--- src/rtl/prune_pkg.sv ---
// Package: shared state encoding for the clamp-search controller.
// Assumes: nothing beyond IEEE 1800-2017.
package prune_pkg;
    typedef enum logic [1:0] {
        ST_IDLE  = 2'd0,
        ST_BASE  = 2'd1,
        ST_PICK  = 2'd2,
        ST_TRIAL = 2'd3
    } prune_state_e;
endpackage

--- src/rtl/prune_lfsr.sv ---
// Module: right-shifting Galois LFSR that supplies one pseudo-random bit per step.
// Assumes: SEED is nonzero; the state is kept across searches and reset only by rst_n.
module prune_lfsr #(
    parameter int          WIDTH = 16,
    parameter logic [15:0] TAPS  = 16'hB400,
    parameter logic [15:0] SEED  = 16'hACE1
) (
    input  logic clk,
    input  logic rst_n,
    input  logic step,
    output logic rnd_bit
);
    logic [WIDTH-1:0] state_q;

    // Purpose: advance the generator once per requested step.
    always_ff @(posedge clk) begin
        if (!rst_n)
            state_q <= SEED[WIDTH-1:0];
        else if (step)
            state_q <= (state_q >> 1) ^ (state_q[0] ? TAPS[WIDTH-1:0] : '0);
    end

    assign rnd_bit = state_q[0];

    assert_lfsr_live_R5: assert property (@(posedge clk) disable iff (!rst_n)
        state_q != '0);
endmodule

--- src/rtl/prune_judge.sv ---
// Module: decides whether a trial score counts as a degradation.
// Assumes: scores and the tolerance are unsigned; the sum is widened so it cannot wrap.
module prune_judge #(
    parameter int SCORE_W = 16
) (
    input  logic [SCORE_W-1:0] score,
    input  logic [SCORE_W-1:0] baseline,
    input  logic [SCORE_W-1:0] tol,
    output logic               degraded
);
    logic [SCORE_W:0] lifted;

    // Purpose: compare score plus margin against the baseline at full width.
    always_comb begin
        lifted   = {1'b0, score} + {1'b0, tol};
        degraded = lifted < {1'b0, baseline};
    end
endmodule

--- src/rtl/prune_ctrl.sv ---
// Module: greedy trial-and-revert search for the largest set of tie-offs that
// keep fitness. It measures a baseline, tries each untied cell with an LFSR
// constant, withdraws the tie-off when the score drops beyond the tolerance,
// and repeats passes until a pass keeps nothing new.
// Assumes: the evaluator reads clamp_mask/clamp_val while eval_req is high and
// returns a one-cycle eval_ack with eval_score.
module prune_ctrl #(
    parameter int          NUM_CELLS = 100,
    parameter int          SCORE_W   = 16,
    parameter logic [15:0] LFSR_SEED = 16'hACE1
) (
    input  logic                 clk,
    input  logic                 rst_n,
    input  logic                 start,
    input  logic [SCORE_W-1:0]   tolerance,
    output logic                 eval_req,
    input  logic                 eval_ack,
    input  logic [SCORE_W-1:0]   eval_score,
    output logic [NUM_CELLS-1:0] clamp_mask,
    output logic [NUM_CELLS-1:0] clamp_val,
    output logic                 busy,
    output logic                 done
);
    import prune_pkg::*;

    localparam int IDX_W = $clog2(NUM_CELLS + 1);
    localparam logic [IDX_W-1:0] LAST_IDX = IDX_W'(NUM_CELLS);

    prune_state_e         state_q;
    logic [IDX_W-1:0]     idx_q;
    logic                 changed_q;
    logic                 done_q;
    logic [SCORE_W-1:0]   base_q;
    logic [SCORE_W-1:0]   tol_q;
    logic [NUM_CELLS-1:0] mask_q;
    logic [NUM_CELLS-1:0] val_q;

    logic pass_end;
    logic cur_clamped;
    logic lfsr_step;
    logic rnd_bit;
    logic degraded;

    // Purpose: flag the end of a pass and the tie state of the current cell.
    always_comb begin
        pass_end    = (idx_q == LAST_IDX);
        cur_clamped = pass_end ? 1'b1 : mask_q[idx_q];
        lfsr_step   = (state_q == ST_PICK) && !cur_clamped;
    end

    prune_lfsr #(
        .WIDTH (16),
        .TAPS  (16'hB400),
        .SEED  (LFSR_SEED)
    ) u_lfsr (
        .clk     (clk),
        .rst_n   (rst_n),
        .step    (lfsr_step),
        .rnd_bit (rnd_bit)
    );

    prune_judge #(
        .SCORE_W (SCORE_W)
    ) u_judge (
        .score    (eval_score),
        .baseline (base_q),
        .tol      (tol_q),
        .degraded (degraded)
    );

    // Purpose: sequence baseline, trials, pass restarts and the end of the search.
    always_ff @(posedge clk) begin
        if (!rst_n) begin
            state_q   <= ST_IDLE;
            idx_q     <= '0;
            changed_q <= 1'b0;
            done_q    <= 1'b0;
            base_q    <= '0;
            tol_q     <= '0;
            mask_q    <= '0;
            val_q     <= '0;
        end else begin
            done_q <= 1'b0;
            unique case (state_q)
                ST_IDLE: begin
                    if (start) begin
                        mask_q  <= '0;
                        val_q   <= '0;
                        tol_q   <= tolerance;
                        state_q <= ST_BASE;
                    end
                end
                ST_BASE: begin
                    if (eval_ack) begin
                        base_q    <= eval_score;
                        idx_q     <= '0;
                        changed_q <= 1'b0;
                        state_q   <= ST_PICK;
                    end
                end
                ST_PICK: begin
                    if (pass_end) begin
                        if (changed_q) begin
                            idx_q     <= '0;
                            changed_q <= 1'b0;
                        end else begin
                            state_q <= ST_IDLE;
                            done_q  <= 1'b1;
                        end
                    end else if (cur_clamped) begin
                        idx_q <= idx_q + 1'b1;
                    end else begin
                        mask_q[idx_q] <= 1'b1;
                        val_q[idx_q]  <= rnd_bit;
                        state_q       <= ST_TRIAL;
                    end
                end
                ST_TRIAL: begin
                    if (eval_ack) begin
                        if (degraded) begin
                            mask_q[idx_q] <= 1'b0;
                            val_q[idx_q]  <= 1'b0;
                        end else begin
                            changed_q <= 1'b1;
                        end
                        idx_q   <= idx_q + 1'b1;
                        state_q <= ST_PICK;
                    end
                end
                default: state_q <= ST_IDLE;
            endcase
        end
    end

    assign eval_req   = (state_q == ST_BASE) || (state_q == ST_TRIAL);
    assign busy       = (state_q != ST_IDLE);
    assign done       = done_q;
    assign clamp_mask = mask_q;
    assign clamp_val  = val_q;

    assert_req_hold_R3: assert property (@(posedge clk) disable iff (!rst_n)
        (eval_req && !eval_ack) |=> eval_req);
    assert_pattern_stable_R3: assert property (@(posedge clk) disable iff (!rst_n)
        (eval_req && !eval_ack) |=> ($stable(clamp_mask) && $stable(clamp_val)));
    assert_one_cell_R4: assert property (@(posedge clk) disable iff (!rst_n)
        ($past(state_q) != ST_IDLE) |-> ($countones(clamp_mask ^ $past(clamp_mask)) <= 1));
    assert_done_pulse_R9: assert property (@(posedge clk) disable iff (!rst_n)
        done |=> !done);
    assert_done_idle_R9: assert property (@(posedge clk) disable iff (!rst_n)
        done |-> (!busy && !eval_req));
    assert_val_masked_R10: assert property (@(posedge clk) disable iff (!rst_n)
        (clamp_val & ~clamp_mask) == '0);
endmodule

--- config.mk ---
export PLATFORM = sky130hd
export DESIGN_NAME = prune_ctrl
export DESIGN_NICKNAME = d
export VERILOG_FILES = /design/src/rtl/prune_pkg.sv /design/src/rtl/prune_lfsr.sv /design/src/rtl/prune_judge.sv /design/src/rtl/prune_ctrl.sv
export SDC_FILE = /design/constraint.sdc
export NUM_CORES = 1
export LEC_CHECK = 0
export ABC_CLOCK_PERIOD_IN_PS = 5200
export BUFFER_PORTS_ARGS = -buffer_cell sky130_fd_sc_hd__buf_4
export CORE_MARGIN = 1
export CORE_UTILIZATION = 45
export CTS_CLUSTER_DIAMETER = 200
export DETAILED_ROUTE_END_ITERATION = 6
export PLACE_DENSITY = 0.67
export SYNTH_ARGS = -nofsm -noshare
export SYNTH_HDL_FRONTEND = slang
export SYNTH_SLANG_ARGS = --single-unit
export TNS_END_PERCENT = 10
--- constraint.sdc ---
create_clock -name clk -period 5.2 [get_ports clk]
set_input_delay 0.26 -clock clk [delete_from_list [all_inputs] [get_ports clk]]
set_output_delay 0.26 -clock clk [all_outputs]
set_load 0.01 [all_outputs]
==> summary.md <==
| Metric | Value |
|---|---|
| Outcome | `complete, no violations` |
| Power Total | `4.67 mW` |
| Initial core utilization | `0.457` |
| Boundary pin count | `239` |
| Initial antenna violation count | `0` |
| Minimum clock period | `4.78 ns` |
| Crit path capture | `clamp_val[27]$_SDFFE_PN0P_` |
| Filler-free cell count of the finished design | `1,943` |
| Pleak | `6.16 nW` |
| Avg Cell Area, Syn | `9.34 sq um` |
| DRT iter0 DRCs | `1,051` |
| Reg2Reg Setup Slack | `0.45 ns` |
| Clock transition at path regs | `0.06 ns` |
| Commonest non-fill, non-tap cell in the layout | `dfxtp_1` |
| Std-Cell Rows | `61` |
| Final Setup Violations | `0` |
| Antenna Nets Post-Route | `0` |
| ANT cells | `0` |
| Die Span Y | `170 um` |
| Max clock buf depth | `3` |
| Setup TNS | `0 ns` |
| HPWL after detailed placement | `25.9 mm` |
| Commonest cells after routing, fill and taps aside | `256 x dfxtp_1, 252 x buf_4, 117 x nor2_1, 102 x a32o_1, 101 x a22o_1` |
| First-pass GRT wire length | `63.7 mm` |
| Placed standard-cell area | `0.0145 sq mm` |
| Post-CTS Setup Repair Bufs | `0` |
| Gate Count Post-Synth | `1,355` |
| CTS buffer count | `28` |
| Top post-synthesis cells by area | `dfxtp_1 41%, a32o_1 8.1%, a22o_1 7.0%` |
| Vias in the first global route | `11,266` |
| CTS tree | `done` |
| Root Buffer | `clkbuf_16` |
| Actual slew at the worst max-slew pin | `1.11 ns` |
| # H-tree levels | `1` |
| Share of layout cells above drive strength 1 | `0.221` |
| Asr flop ratio synth | `0` |
| CP Launch Point | `eval_score[0]` |
| Die area | `0.0288 sq mm` |
| Worst-Skew Late Latency | `0.57 ns` |
| Final Skew | `0.0284 ns` |
| DRC | `0` |
| CP max FO | `78` |
| Synth Cell Area | `0.0127 sq mm` |
| Critical Path RT | `5.66 ns` |
| Top_reg_cell synth | `dfxtp_1` |
| Worst R2R Path Depth | `20` |
| GP Congestion | `0.841` |
| Fmax | `209 MHz` |
| Final design utilization | `0.570` |
| Synth top area share | `0.410` |
| Nets | `1,616` |
| Most area-hungry cell type in the Yosys netlist | `dfxtp_1` |
| Largest net degree at the start of global routing | `101` |
| Placed insts | `1,863` |
| Vias/cell | `6.15` |
| Hold slack final | `0.0217 ns` |
| Fin. max-slew vios | `0` |
| Maximum vdd drop | `0.312 mV` |
| CP Launch Type | `input pin` |
| Clock sink total | `259` |
| CP Class | `input pin to flop` |
| Yosys Warn Count | `0` |
| Sequential share of the synthesized area | `0.410` |
| Hold Crit Class | `input pin to flop` |
| I/O Buffers | `238` |
| Unique masters post-synth | `70` |
| Reg2reg end | `clamp_val[27]$_SDFFE_PN0P_` |
| Crit share post-route | `0.918` |
| Core box area | `0.0277 sq mm` |
| RR Startpoint | `tol_q[0]$_SDFFE_PN0P_` |
| GRT overflow | `0` |
| Fin. Hold Viols | `0` |
| First-pass iteration count of the detailed router | `5` |
| Max cap viols | `0` |
| Syn Nets | `1,425` |
| Register bit total from synthesis | `259` |
| Critical Path AT | `5.24 ns` |
| Worst slack, placed | `0.209 ns` |
| Die W | `170 um` |
| Setup crit end kind | `flop` |
| Design Area, Final | `0.0158 sq mm` |
| Layout area overhead | `24.7%` |
| Worst slew margin | `0.263` |
| Final worst setup slack | `0.424 ns` |
| Unrepaired setup endpoints after global routing | `no` |
| Number of synthesized flops with an enable pin | `0` |
| Global Route Usage Sum | `0.277` |
| Total Wirelength | `40.9 mm` |
| WL/cell | `21.0 um` |
| Vias post-DR | `11,947` |
| PD cells | `296 mW/mm^2` |
==> how the worst min path moves through the flow <==
stage                     cells after the start                    from                endpoint  slack [ns]
after floorplan                               2                   rst_n         done$_SDFF_PN0_        0.40
after global placement                        2  base_q[5]$_SDFFE_PN0P_  base_q[5]$_SDFFE_PN0P_        0.45
after detailed placement                      2  base_q[2]$_SDFFE_PN0P_  base_q[2]$_SDFFE_PN0P_        0.46
after CTS                                     3           tolerance[10]  tol_q[10]$_SDFFE_PN0P_        0.01
after global routing                          3           tolerance[10]  tol_q[10]$_SDFFE_PN0P_       0.005
final                                         3           tolerance[10]  tol_q[10]$_SDFFE_PN0P_        0.02
==> cell families (layout without fill, tap and decap cells) <==
logic type	after synthesis	count (layout)	synth area share
mux	59	59	0.0577
xor+xnor	16	16	0.0111
simple gates	294	294	0.105
compound gates	527	527	0.316
fa+ha+maj	34	34	0.0342
flops	259	259	0.410
buf+inv	166	376	0.0669
==> flip-flops by register name, summed over array words and instances, names as in the netlist <==
signal,flops
base_q,16
tol_q,16
done,1
clamp_mask,100
state_q,2
u_lfsr.state_q,16
changed_q,1
idx_q,7
clamp_val,100
==> Yosys cell counts, drive strengths merged (11+ instances only) <==
cell type  number
dfxtp         259
nor2          118
o21ai         112
a32o          102
a22o          101
a31oi         101
nand2          80
buf            71
clkbuf         60
mux2i          37
inv            35
ha             33
nor2b          31
a21oi          24
nand3          19
a21boi         18
mux2           13
xnor2          13
nor3           11
==> area by class of cell <==
cell class | instances | area [sq um]
inverters | 35 | 134
clock inverters | 14 | 170
well taps | 378 | 473
clock buffers | 35 | 747
flip-flops and latches | 259 | 5190
fillers | 2509 | 11900
repair buffers | 292 | 2380
multi-input cells | 930 | 6690
==> routing by layer <==
layer  global-route usage  vias up  routed length (um)
met5                    0        -                   0
met4               0.0854        0                1120
met3               0.0511       84                3390
met2                0.445      528               18800
met1                0.377     5776               17600
li1                     -     5559                   -
==> timing repair <==
item                                   CTS  global route
gates resized for setup                  0             3
setup endpoints to repair                0           211
hold buffers                            31             0
endpoints found under the hold margin   31             0
==> critical path, stage by stage <==
cell and delay [ns]:
dlygate4sd3_1 0.53, buf_4 0.11, ha_1 0.16, inv_1 0.06
fa_1 0.40, nor2b_1 0.18, o31a_1 0.19, o211a_1 0.20
nor2_1 0.07, o21ai_0 0.30, xnor2_1 0.19, ha_1 0.28
a21o_1 0.16, a21oi_1 0.19, nand3_1 0.10, o211ai_1 0.28
a31o_2 0.23, o21ai_1 0.25, a21oi_4 0.26, buf_12 0.34
o21ai_0 0.13, a32o_1 0.28
==> power breakdown <==
group          internal [mW]  total [mW]  switching, mW
Clock                   1.17        2.00          0.831
Sequential              2.01        2.03         0.0219
Combinational          0.238       0.641          0.403
Total                   3.41        4.67           1.26
No activity file was read; power rests on OpenSTA's default activity.
